## src/rtl/fg_pkg.sv

```systemverilog
// Shared definitions for the fault guard.
// Assumes: the filter level is stored as a named two-state enum.
package fg_pkg;
    typedef enum logic {
        LVL_QUIET = 1'b0,
        LVL_FAULT = 1'b1
    } flt_lvl_e;

    localparam int unsigned FG_SYNC_DEFAULT = 2;
endpackage

```

## src/rtl/fg_sync.sv

```systemverilog
// Multi-stage synchronizer for the asynchronous fault line.
// Assumes: STAGES >= 1; resets to the no-fault level.
module fg_sync #(
    parameter int unsigned STAGES = fg_pkg::FG_SYNC_DEFAULT
) (
    input  logic clk,
    input  logic rst_n,
    input  logic d,
    output logic q
);
    logic [STAGES-1:0] chain_q;

    generate
        if (STAGES == 1) begin : g_one
            // Single capture stage.
            always_ff @(posedge clk) begin
                if (!rst_n) chain_q <= '0;
                else        chain_q <= d;
            end
        end else begin : g_many
            // Shift the raw level along the chain.
            always_ff @(posedge clk) begin
                if (!rst_n) chain_q <= '0;
                else        chain_q <= {chain_q[STAGES-2:0], d};
            end
        end
    endgenerate

    assign q = chain_q[STAGES-1];
endmodule

```

## src/rtl/fg_tick.sv

```systemverilog
// Sample-strobe generator: one strobe every max(period,1) clocks.
// Assumes: the counter starts at 0 out of reset, so strobes fall on
// edges n with n mod P == 0 counted from reset release.
module fg_tick #(
    parameter int unsigned PW = 8
) (
    input  logic          clk,
    input  logic          rst_n,
    input  logic [PW-1:0] period,
    output logic          tick
);
    logic [PW-1:0] cnt_q;
    logic [PW-1:0] p_eff;

    // Effective period: zero behaves as one.
    always_comb p_eff = (period == '0) ? PW'(1) : period;

    // Strobe when the count reaches the last slot (>= tolerates a shrinking period).
    always_comb tick = (cnt_q >= (p_eff - PW'(1)));

    // Advance or wrap the prescale count.
    always_ff @(posedge clk) begin
        if (!rst_n)    cnt_q <= '0;
        else if (tick) cnt_q <= '0;
        else           cnt_q <= cnt_q + PW'(1);
    end

    a_r2_count_in_range: assert property (@(posedge clk) disable iff (!rst_n)
        tick |=> (cnt_q == '0));
endmodule

```

## src/rtl/fg_filter.sv

```systemverilog
// Consecutive-sample filter: the level flips after N samples that disagree with it.
// Assumes: one sample per tick; an agreeing sample restarts the run count.
module fg_filter #(
    parameter int unsigned CW = 3
) (
    input  logic            clk,
    input  logic            rst_n,
    input  logic            tick,
    input  logic            sample,
    input  logic [CW-1:0]   need,
    output fg_pkg::flt_lvl_e lvl
);
    import fg_pkg::*;

    flt_lvl_e      lvl_q;
    logic [CW-1:0] run_q;
    logic [CW-1:0] n_eff;
    logic [CW:0]   run_next;
    logic          disagree;

    // Effective requirement: zero behaves as one.
    always_comb n_eff = (need == '0) ? CW'(1) : need;
    // Length of the run if this sample also disagrees.
    always_comb run_next = {1'b0, run_q} + (CW+1)'(1);
    // Sample differs from the held level.
    always_comb disagree = (sample != lvl_q);

    // Update the held level and the run of disagreeing samples.
    always_ff @(posedge clk) begin
        if (!rst_n) begin
            lvl_q <= LVL_QUIET;
            run_q <= '0;
        end else if (tick) begin
            if (!disagree) begin
                run_q <= '0;
            end else if (run_next >= {1'b0, n_eff}) begin
                lvl_q <= flt_lvl_e'(sample);
                run_q <= '0;
            end else begin
                run_q <= run_next[CW-1:0];
            end
        end
    end

    assign lvl = lvl_q;

    a_r3_level_moves_on_tick: assert property (@(posedge clk) disable iff (!rst_n)
        !$stable(lvl_q) |-> $past(tick));
    a_r4_agree_restarts_run: assert property (@(posedge clk) disable iff (!rst_n)
        (tick && !disagree) |=> (run_q == '0));
endmodule

```

## src/rtl/fg_latch.sv

```systemverilog
// Fault status latch with manual clear and map gating.
// Assumes: set wins over clear; clear is refused while the mapped fault is high.
module fg_latch (
    input  logic clk,
    input  logic rst_n,
    input  logic map_en,
    input  logic filt_hi,
    input  logic clr,
    output logic flag
);
    logic mapped;
    logic flag_q;

    // Fault as seen through the map.
    always_comb mapped = map_en & filt_hi;

    // Set on a mapped fault, clear only when the mapped fault is gone.
    always_ff @(posedge clk) begin
        if (!rst_n)      flag_q <= 1'b0;
        else if (mapped) flag_q <= 1'b1;
        else if (clr)    flag_q <= 1'b0;
    end

    assign flag = flag_q;

    a_r5_unmapped_no_set: assert property (@(posedge clk) disable iff (!rst_n)
        (!map_en && !flag_q) |=> !flag_q);
    a_r3_mapped_sets: assert property (@(posedge clk) disable iff (!rst_n)
        (map_en && filt_hi) |=> flag_q);
    a_r7_clear_refused: assert property (@(posedge clk) disable iff (!rst_n)
        (flag_q && clr && map_en && filt_hi) |=> flag_q);
    a_r8_clear_taken: assert property (@(posedge clk) disable iff (!rst_n)
        (clr && !(map_en && filt_hi)) |=> !flag_q);
    a_r6_holds_without_clear: assert property (@(posedge clk) disable iff (!rst_n)
        (flag_q && !clr) |=> flag_q);
endmodule

```

## src/rtl/fault_guard.sv

```systemverilog
// Fault guard for one pulse output: synchronizer, sample strobe, consecutive
// sample filter, mapped latch with manual clear, and output forcing.
// Assumes: fault_in is active high and asynchronous; SAFE_LEVEL is the forced level.
module fault_guard #(
    parameter int unsigned PERIOD_W    = 8,
    parameter int unsigned COUNT_W     = 3,
    parameter int unsigned SYNC_STAGES = fg_pkg::FG_SYNC_DEFAULT,
    parameter bit          SAFE_LEVEL  = 1'b0
) (
    input  logic                clk,
    input  logic                rst_n,
    input  logic                fault_in,
    input  logic [PERIOD_W-1:0] samp_period,
    input  logic [COUNT_W-1:0]  samp_count,
    input  logic                map_en,
    input  logic                clr_pulse,
    input  logic                out_disable,
    input  logic                pulse_in,
    output logic                pulse_out,
    output logic                fault_flag,
    output logic                force_safe,
    output logic                run_permit
);
    import fg_pkg::*;

    logic     fault_s;
    logic     tick;
    flt_lvl_e lvl;
    logic     flag;

    fg_sync #(.STAGES(SYNC_STAGES)) u_sync (
        .clk   (clk),
        .rst_n (rst_n),
        .d     (fault_in),
        .q     (fault_s)
    );

    fg_tick #(.PW(PERIOD_W)) u_tick (
        .clk    (clk),
        .rst_n  (rst_n),
        .period (samp_period),
        .tick   (tick)
    );

    fg_filter #(.CW(COUNT_W)) u_filter (
        .clk    (clk),
        .rst_n  (rst_n),
        .tick   (tick),
        .sample (fault_s),
        .need   (samp_count),
        .lvl    (lvl)
    );

    fg_latch u_latch (
        .clk     (clk),
        .rst_n   (rst_n),
        .map_en  (map_en),
        .filt_hi (lvl == LVL_FAULT),
        .clr     (clr_pulse),
        .flag    (flag)
    );

    // Drive status, permit and the protected output.
    always_comb begin
        fault_flag = flag;
        force_safe = flag;
        run_permit = ~flag & ~out_disable;
        pulse_out  = (flag | out_disable) ? SAFE_LEVEL : pulse_in;
    end

    a_r10_permit_excludes_force: assert property (@(posedge clk) disable iff (!rst_n)
        run_permit |-> (!force_safe && !out_disable));
    a_r9_forced_level: assert property (@(posedge clk) disable iff (!rst_n)
        force_safe |-> (pulse_out == SAFE_LEVEL));
endmodule

```

## config.mk

```make
export PLATFORM = sky130hd
export DESIGN_NAME = fault_guard
export DESIGN_NICKNAME = d
export VERILOG_FILES = /design/src/rtl/fg_pkg.sv /design/src/rtl/fg_sync.sv /design/src/rtl/fg_tick.sv /design/src/rtl/fg_filter.sv /design/src/rtl/fg_latch.sv /design/src/rtl/fault_guard.sv
export SDC_FILE = /design/constraint.sdc
export NUM_CORES = 1
export LEC_CHECK = 0
export ABC_AREA = 1
export ABC_CLOCK_PERIOD_IN_PS = 2500
export BUFFER_PORTS_ARGS = -buffer_cell sky130_fd_sc_hd__buf_4
export CAP_MARGIN = 40
export CORE_MARGIN = 1
export CORE_UTILIZATION = 35
export DETAILED_ROUTE_END_ITERATION = 8
export PLACE_DENSITY = 0.55
export SYNTH_ARGS = -nofsm -noshare
export SYNTH_HDL_FRONTEND = slang
export SYNTH_SLANG_ARGS = --single-unit
export TNS_END_PERCENT = 50
```

## constraint.sdc

```tcl
create_clock -name clk -period 2.5 [get_ports clk]
set_clock_uncertainty 0.1 [all_clocks]
set_input_delay 0.375 -clock clk [delete_from_list [all_inputs] [get_ports clk]]
set_output_delay 0.375 -clock clk [all_outputs]
set_load 0.02 [all_outputs]
```

==> summary.md, run 1 <==
| Metric | Value |
|---|---|
| Synth Flop Type | dfxtp_1 |
| DP HPWL | 1.72 mm |
| Crit Path Class | in -> reg |
| Post-synth EDFFs | 0 |
| Drt initial violations | 18 |
| Violated checks | DRC |
| Worst R2R Path Depth | 9 |
| Status | finished, violations left |
| Final instance area | 1330 um^2 |
| CTS Hold Buffers Added | 0 |
| Hold Crit Start | fault_in |
| Worst EP required | 2.59 ns |
| Initial antenna violation count | 0 |
| Cells on Worst Hold Path | 3 |
| Avg WL per Cell | 9.94 um |
| CTS sink cnt | 15 |
| Via density | 4.75 |
| CTS max path bufs | 2 |
| R2r startpoint | u_filter.run_q[0] |
| Antenna Nets Post-Route | 0 |
| Peak supply drop | 172 uV |
| Largest net degree at the start of global routing | 10 |
| RSZ-0062 raised after global routing | false |
| Layout cells sized above 1 | 0.247 |
| R2R setup slack | 0.69 ns |
| Final WL | 2.00 mm |
| Vias in the first global route | 936 |
| Global-route wire length before repair | 3.64 mm |
| Worst-path clk slew | 0.10 ns |
| Yosys cell types | 28 |
| TritonCTS Buffers | 3 |
| CTS tree | built |
| DRC viols | 1 |
| YS warnings | 0 |
| CTS root buf | clkbuf_4 |
| Final Max Tran Viols | 0 |
| Startpoint types | primary input |
| Starting Density | 0.385 |
| Min Hold Slack | 0.164 ns |
| Post-Syn Area per Cell | 7.62 um^2 |
| Total Neg Setup Slack | 0 ns |
| Final nets | 203 |
| Routed vias | 954 |
| HP Class | in -> reg |
| Antenna Diode Count | 0 |
| Setup Fix Bufs, Post-CTS | 0 |
| Dpl cells | 197 |
| Synthesized area | 1100 um^2 |
| Cell Count, Final, Fillers Out | 201 |
| Synth Instances | 144 |
| Rel. slew slack | 0.850 |
| Htree depth | 1 |
| Yosys reg bits | 15 |
| Worst skew pair latency | 0.29 ns |
| CP Capture Type | flip-flop |
| Most common cell after layout, fill and taps aside | nand2_1 |
| Die area | 3360 um^2 |
| Core Box Area | 2850 um^2 |
| IO buf count | 21 |
| Post-synth ARST share | 0 |
| Worst Hold Path EP | u_sync.chain_q[0] |
| Final period demand of the worst path | 2.19 ns |
| Final core occ | 0.466 |
| PwrDens | 376 nW/um^2 |
| Final hold vios | 0 |
| Post-synthesis sequential area ratio | 0.274 |
| Die Ht | 58.0 um |
| Post-DP Area | 1300 um^2 |
| Leakage | 0.662 nW |
| Commonest non-fill, non-tap cells in the layout | nand2_1, inv_1, buf_4, nor2_1, dfxtp_1 |
| Max cap viols | 0 |
| Period utilization | 0.877 |
| Fill cells | 290 |
| Gr usage total | 0.139 |
| Crit Path Max Fanout | 5 |
| Capturing point of the worst reg2reg path | u_filter.lvl |
| Drt pass-1 iters | 6 |
| Die Width | 58.0 um |
| Slew @ Worst Pin | 0.224 ns |
| Layout area overhead | 21.1% |
| GR Overflow Total | 0 |
| # rows | 19 |
| Post-cts resize count | 0 |
| Crit path DAT | 2.28 ns |
| Synthesized Nets | 176 |
| Highest Clock Rate | 0.456 GHz |
| I/O pin cnt | 22 |
| Final setup fails | 0 |
| Placer Congestion | 0.791 |
==> per-layer routing <==
metal,GRT usage,share of wire,vias up
li1,-,-,510
met1,0.172,0.49,427
met2,0.240,0.47,13
met3,0.0134,0.022,4
met4,0.0680,0.021,0
met5,0,0,-
==> cells by family after synthesis <==
logic type               after synthesis  synth area share
AND/OR/NAND/NOR                       67             0.318
buffers and inverters                 25            0.0889
flip-flops                            15             0.274
adder cells (fa/ha/maj)               14             0.160
XOR/XNOR                              11            0.0878
AO/OA/AOI/OAI                         12            0.0718
==> sequential cells by signal, indices dropped and copies added, names as in the netlist <==
register / count
u_filter.lvl: 1
u_filter.run_q: 3
u_latch.flag: 1
u_sync.chain_q: 2
u_tick.cnt_q: 8
==> report_power, final <==
group / leakage [nW] / internal (mW) / switching [mW]
clock network: 0.0177 / 0.0594 / 0.0812
registers: 0.122 / 0.245 / 0.00618
logic: 0.523 / 0.0519 / 0.0553
total: 0.662 / 0.357 / 0.143
==> metrics by stage <==
| step | worst slack, ns | power [mW] |
|---|---|---|
| final | 0.308 | 0.499 |
| after global routing | 0.0300 | 0.540 |
| after CTS | 0.304 | 0.508 |
| after detailed placement | -0.00908 | 0.365 |
| after global placement | 0.0425 | 0.362 |
| after floorplan | 0.180 | 0.321 |
==> worst max-delay path, cell delays in order <==
cell,delay [ns]
buf_4,0.08
inv_1,0.05
nand2_1,0.08
nor2_1,0.06
a21oi_2,0.15
ha_1,0.20
nand3_1,0.12
nor3_1,0.19
xor2_1,0.10
ha_1,0.28
nand2_1,0.07
nor2_1,0.14
nand2_2,0.11
nand2_4,0.10
nand3_1,0.08
nand2_1,0.06
nor2_1,0.04
==> cell usage after synthesis, types with 2 or more instances <==
cell      count  area share
nand2_1      26       0.089
inv_1        23       0.079
dfxtp_1      15        0.27
nor2_1       15       0.051
ha_1         14        0.16
nand3_1       7       0.032
xor2_1        7       0.056
a21oi_1       5       0.023
xnor2_1       4       0.032
nand3_2       3       0.027
nand4_1       3       0.017
o21ai_1       3       0.014
nand2_2       2       0.011
nor3_1        2      0.0091
o21bai_1      2       0.014
==> worst max path at each step <==
stage / to / start / slack [ns]
5_1_grt: u_filter.lvl / samp_period[4] / 0.03
4_1_cts: u_tick.cnt_q[2] / samp_period[4] / 0.30
6_report: u_filter.lvl / samp_period[4] / 0.31
3_3_place_gp: u_filter.lvl / samp_period[5] / 0.04
3_5_place_dp: u_filter.lvl / samp_period[4] / -0.009
2_1_floorplan: u_filter.lvl / samp_period[4] / 0.18
==> final cells by class <==
type | instances | area (um^2) | area share
tap | 31 | 38.8 | 0.0292
multi-input combinational | 104 | 699 | 0.526
sequential | 15 | 300 | 0.226
clock buffer | 3 | 22.5 | 0.0169
clock inverter | 1 | 5.00 | 0.00377
timing repair buffer | 23 | 173 | 0.130
inverter | 24 | 90.1 | 0.0678
(Power assumes the default switching activity.)
==> run 2: changes to the inputs <==
--- a/config.mk
+++ b/config.mk
@@ -9,10 +9,12 @@
 export ABC_CLOCK_PERIOD_IN_PS = 2500
 export BUFFER_PORTS_ARGS = -buffer_cell sky130_fd_sc_hd__buf_4
 export CAP_MARGIN = 40
+export CELL_PAD_IN_SITES_DETAIL_PLACEMENT = 0
+export CELL_PAD_IN_SITES_GLOBAL_PLACEMENT = 1
 export CORE_MARGIN = 1
 export CORE_UTILIZATION = 35
 export DETAILED_ROUTE_END_ITERATION = 8
-export PLACE_DENSITY = 0.55
+export PLACE_DENSITY = 0.71
 export SYNTH_ARGS = -nofsm -noshare
 export SYNTH_HDL_FRONTEND = slang
 export SYNTH_SLANG_ARGS = --single-unit
==> summary.md, run 2 (synthesis gave the netlist of run 1 again) <==
| Metric | Value |
|---|---|
| Status | finished, violations left |
| Violated checks | DRC |
| Slew @ Worst Pin | 0.215 ns (-0.00850 ns) |
| Drt pass-1 iters | 6 (unchanged) |
| Final nets | 203 (unchanged) |
| TritonCTS Buffers | 3 (unchanged) |
| Slowest CP cell | ha_1 |
| WL met3 | 76 um (+77%) |
| Drt initial violations | 43 (+25) |
| Commonest non-fill, non-tap cells in the layout | nand2_1, inv_1, buf_4, nor2_1, dfxtp_1 |
| I/O pin cnt | 22 (unchanged) |
| Die Ht | 58.0 um (unchanged) |
| Final Max Tran Viols | 0 (unchanged) |
| Crit Path Max Fanout | 5 (unchanged) |
| Starting Density | 0.385 (unchanged) |
| Final period demand of the worst path | 2.18 ns (-0.0164 ns) |
| Antenna Nets Post-Route | 0 (unchanged) |
| CTS max path bufs | 2 (unchanged) |
| CTS sink cnt | 15 (unchanged) |
| Highest Clock Rate | 0.460 GHz (+0.75%) |
| Htree depth | 1 (unchanged) |
| Max incr delay on CP | 0.28 ns (about the same) |
| Area of the multi-input gates | 699 um^2 (unchanged) |
| Cell repeated most along the worst path | nand2_1 |
| IO buf count | 21 (unchanged) |
| Largest net degree at the start of global routing | 11 (+1) |
| Period utilization | 0.870 (-0.00656) |
| Initial antenna violation count | 0 (unchanged) |
| Avg WL per Cell | 10.1 um (+1.2%) |
| Top Registers | u_tick.cnt_q: 8 flops, u_filter.run_q: 3 flops, u_sync.chain_q: 2 flops |
| Die Width | 58.0 um (unchanged) |
| Setup Fix Bufs, Post-CTS | 0 (unchanged) |
| Critical path cell sequence | buf_4 -> inv_1 -> nand2_1 -> nor2_1 -> a21oi_2 -> ha_1 -> nand3_1 -> nor3_1 -> xor2_1 -> ha_1 -> nand2_1 -> o21a_4 -> nand2_4 -> nand3_1 -> nand2_1 -> nor2_1 |
| Placer Congestion | 0.769 (-2.7%) |
| Final hold vios | 0 (unchanged) |
| Crit Path Class | in -> reg |
| FF/Latch Area | 300 um^2 (unchanged) |
| Met2 Wirelength | 977 um (+4.0%) |
| Worst EP required | 2.58 ns (about the same) |
| Peak supply drop | 278 uV (+62%) |
| Antenna Diode Count | 0 (unchanged) |
| Uppermost layer routed | met4 |
| CTS root buf | clkbuf_4 |
| HP Class | in -> reg |
| Routed vias | 950 (-0.42%) |
| CTS Hold Buffers Added | 0 (unchanged) |
| Fill cells | 307 (+5.9%) |
| Total Neg Setup Slack | 0 ns (unchanged) |
| Core Box Area | 2850 um^2 (unchanged) |
| Gr usage total | 0.152 (+0.0131) |
| Most flop-heavy register | u_tick.cnt_q |
| Leakage | 0.658 nW (-0.57%) |
| Cell Count, Final, Fillers Out | 201 (unchanged) |
| DP HPWL | 1.76 mm (+2.2%) |
| RSZ-0062 raised after global routing | false |
| PwrDens | 378 nW/um^2 (+0.49%) |
| Crit path DAT | 2.26 ns (-0.02 ns) |
| Max cap viols | 0 (unchanged) |
| Most common cell after layout, fill and taps aside | nand2_1 |
| Die area | 3360 um^2 (unchanged) |
| Layout area overhead | 21.3% |
| Final setup fails | 0 (unchanged) |
| Startpoint types | primary input |
| Layout cells sized above 1 | 0.247 (unchanged) |
| Worst-path clk slew | 0.10 ns (about the same) |
| Final WL | 2.02 mm (+1.2%) |
| CP Capture Type | flip-flop |
| Wl on met1 | 944 um (-2.8%) |
| Post-cts resize count | 0 (unchanged) |
| Worst skew pair latency | 0.29 ns (about the same) |
| Dpl cells | 197 (unchanged) |
| Global-route wire length before repair | 3.88 mm (+6.6%) |
| DRC viols | 1 (unchanged) |
| Rel. slew slack | 0.855 (+0.00571) |
| CTS tree | built |
| Max FFs per register | 8 (unchanged) |
| Vias in the first global route | 923 (-1.4%) |
| GR Overflow Total | 0 (unchanged) |
| Via density | 4.73 (-0.42%) |
| # rows | 19 (unchanged) |
run 2: power breakdown:
group | total (mW) | switching [mW] | leakage (nW) | internal [mW]
logic | 0.106 | 0.0546 | 0.523 | 0.0515
clock network | 0.145 | 0.0840 | 0.0139 | 0.0609
registers | 0.252 | 0.00631 | 0.122 | 0.245
run 2: worst paths after layout:
kind	from	endpoint	slack, ns	cells after the start
worst min register to register	u_sync.chain_q[0]	u_sync.chain_q[1]	0.32	2
worst min-delay path	fault_in	u_sync.chain_q[0]	0.16	3
worst max register to register	u_filter.run_q[0]	u_filter.lvl	0.68	9
worst max-delay path	samp_period[4]	u_filter.lvl	0.32	16
run 2: metrics by stage:
step / hold WS [ns] / area [um^2] / setup slack, ns / power [mW] / util
final: 0.165 / 1330 / 0.325 / 0.503 / 0.467
after global routing: 0.151 / 1330 / 0.0909 / 0.548 / 0.467
after CTS: 0.150 / 1330 / 0.306 / 0.516 / 0.467
after detailed placement: 0.305 / 1300 / -0.000562 / 0.366 / 0.456
after global placement: 0.293 / 1300 / 0.0289 / 0.363 / 0.456
after floorplan: 0.290 / 1100 / 0.180 / 0.321 / -
run 2: cell type report:
type / count / share of cell area
sequential: 15 / 0.226
timing repair buffer: 23 / 0.130
tap: 31 / 0.0291
multi-input combinational: 104 / 0.525
clock buffer: 3 / 0.0169
clock inverter: 1 / 0.00564
inverter: 24 / 0.0677
run 2: critical path: cells and delay by family:
family | cells | cell delay [ns]
compound gates | 2 | 0.32
xor+xnor | 1 | 0.14
fa+ha+maj | 2 | 0.49
buf+inv | 2 | 0.19
simple gates | 9 | 0.74
run 2: routing by layer:
layer,track usage,vias to the layer above
met5,0,-
met4,0.0510,0
met3,0.0424,4
met2,0.253,13
met1,0.189,421
li1,-,512
==> run 3: changes to the inputs <==
--- a/config.mk
+++ b/config.mk
@@ -15,6 +15,7 @@
 export CORE_UTILIZATION = 35
 export DETAILED_ROUTE_END_ITERATION = 8
 export PLACE_DENSITY = 0.71
+export RECOVER_POWER = 100
 export SYNTH_ARGS = -nofsm -noshare
 export SYNTH_HDL_FRONTEND = slang
 export SYNTH_SLANG_ARGS = --single-unit
==> summary.md, run 3 (synthesis gave the netlist of run 1 again) <==
| Metric | Value |
|---|---|
| Total Neg Setup Slack | 0 ns (unchanged) |
| Worst-path clk slew | 0.10 ns (about the same) |
| CP Capture Type | flip-flop |
| Status | finished, violations left |
| Commonest non-fill, non-tap cells in the layout | nand2_1, inv_1, buf_4, nor2_1, dfxtp_1 |
| I/O pin cnt | 22 (unchanged) |
| Drt initial violations | 28 (-35%) |
| Violated checks | DRC |
| Setup WS post-layout | 0.313 ns (-0.0114 ns) |
| CTS sink cnt | 15 (unchanged) |
| Rel. slew slack | 0.814 (-0.0411) |
| Critical path cell sequence | clkbuf_4 -> inv_1 -> nand2_1 -> nor2_1 -> a21oi_2 -> ha_1 -> nand3_1 -> nor3_1 -> xor2_1 -> ha_1 -> nand2_1 -> o21a_4 -> nand2_4 -> nand3_1 -> nand2_1 -> nor2_1 |
| Initial antenna violation count | 0 (unchanged) |
| Avg WL per Cell | 10.0 um (about the same) |
| Final WL | 2.02 mm (about the same) |
| Final nets | 203 (unchanged) |
| Final setup fails | 0 (unchanged) |
| Slowest CP cell | ha_1 |
| RSZ-0062 raised after global routing | false |
| Die Ht | 58.0 um (unchanged) |
| CTS root buf | clkbuf_4 |
| Worst skew pair latency | 0.29 ns (about the same) |
| CP startpoint | samp_period[4] |
| Placer Congestion | 0.769 (unchanged) |
| Min Hold Slack | 0.165 ns (-0.000196 ns) |
| IO buf count | 21 (unchanged) |
| Crit path DAT | 2.27 ns (about the same) |
| Routed vias | 951 (+0.11%) |
| Cell repeated most along the worst path | nand2_1 |
| Layout cells sized above 1 | 0.218 (-0.0294) |
| Largest net degree at the start of global routing | 11 (unchanged) |
| CTS Hold Buffers Added | 0 (unchanged) |
| CP bufs+invs | 2 (unchanged) |
| DP HPWL | 1.76 mm (unchanged) |
| Leakage | 0.639 nW (-2.9%) |
| Global-route wire length before repair | 3.88 mm (unchanged) |
| Max incr delay on CP | 0.28 ns (about the same) |
| Antenna Diode Count | 0 (unchanged) |
| DRC viols | 1 (unchanged) |
| Layout area overhead | 19.6% |
| Crit Path Class | in -> reg |
| Die area | 3360 um^2 (unchanged) |
| Fill cells | 313 (+2.0%) |
| PwrDens | 381 nW/um^2 (+0.98%) |
| Worst EP required | 2.58 ns (about the same) |
| Startpoint types | primary input |
| CTS max path bufs | 2 (unchanged) |
| TritonCTS Buffers | 3 (unchanged) |
| Peak supply drop | 279 uV (+0.12%) |
| Highest Clock Rate | 0.457 GHz (-0.52%) |
| Most common cell after layout, fill and taps aside | nand2_1 |
| CTS tree | built |
| Final instance area | 1310 um^2 (-1.4%) |
| Via density | 4.73 (+0.11%) |
| Final period demand of the worst path | 2.19 ns (+0.0114 ns) |
| Antenna Nets Post-Route | 0 (unchanged) |
| Post-DP Area | 1300 um^2 (unchanged) |
| Slew @ Worst Pin | 0.279 ns (+0.0633 ns) |
| Hold Crit Start | fault_in |
| # rows | 19 (unchanged) |
| Setup Fix Bufs, Post-CTS | 0 (unchanged) |
| Pre-CTS setup slack | -0.000562 ns (unchanged) |
| HP Class | in -> reg |
| R2r startpoint | u_filter.run_q[0] |
| Final Max Tran Viols | 0 (unchanged) |
| Period utilization | 0.875 (+0.00456) |
| Most flop-heavy register | u_tick.cnt_q |
| Gr usage total | 0.152 (unchanged) |
| Max cap viols | 0 (unchanged) |
| Drt pass-1 iters | 6 (unchanged) |
| Max FFs per register | 8 (unchanged) |
| Core Box Area | 2850 um^2 (unchanged) |
| Post-cts resize count | 0 (unchanged) |
| Crit Path Max Fanout | 5 (unchanged) |
| Starting Density | 0.385 (unchanged) |
| GR Overflow Total | 0 (unchanged) |
| Vias in the first global route | 923 (unchanged) |
| Top Registers | u_tick.cnt_q: 8 flops, u_filter.run_q: 3 flops, u_sync.chain_q: 2 flops |
| Final hold vios | 0 (unchanged) |
| Htree depth | 1 (unchanged) |
| Die Width | 58.0 um (unchanged) |
| Final core occ | 0.460 (-0.00658) |
| CP delay by family, top | simple AND/OR/NAND/NOR gates |
## run 3: path summary, 6_finish.rpt
kind	end	slack, ns	depth (start not counted)
min reg2reg	u_sync.chain_q[1]	0.32	2
max reg2reg	u_filter.lvl	0.67	9
max	u_filter.lvl	0.31	16
min	u_sync.chain_q[0]	0.16	3
## run 3: stage by stage
| step | power, mW | std cells |
|---|---|---|
| after floorplan | 0.321 | 144 |
| after global placement | 0.363 | 197 |
| after global routing | 0.546 | 201 |
| after detailed placement | 0.366 | 197 |
| after CTS | 0.516 | 201 |
| final | 0.501 | 201 |
## run 3: where the power goes
| part | switching [mW] | leakage [nW] | internal, mW |
|---|---|---|---|
| Sequential | 0.00631 | 0.122 | 0.245 |
| Clock | 0.0842 | 0.0139 | 0.0609 |
| Combinational | 0.0547 | 0.503 | 0.0491 |
## run 3: layout make-up
cell class | instances | area, um^2 | share of cell area
flip-flops and latches | 15 | 300 | 0.229
inverters | 24 | 90.1 | 0.0686
clock buffers | 3 | 22.5 | 0.0172
clock inverters | 1 | 7.51 | 0.00572
repair buffers | 23 | 154 | 0.117
well taps | 31 | 38.8 | 0.0296
multi-input cells | 104 | 699 | 0.533
## run 3: per-layer routing
metal | track usage | up-vias | routed length, um
met5 | 0 | - | 0
met4 | 0.0510 | 0 | 24
met3 | 0.0424 | 4 | 76
met2 | 0.253 | 13 | 976
met1 | 0.189 | 422 | 942
li1 | - | 512 | -
## run 3: worst register-to-register path, delay by kind of cell, from the launching register on
kind	cells	cell delay, ns
compound gates	1	0.11
simple gates	5	0.46
fa+ha+maj	2	0.57
buf+inv	1	0.04
flops	1	0.42
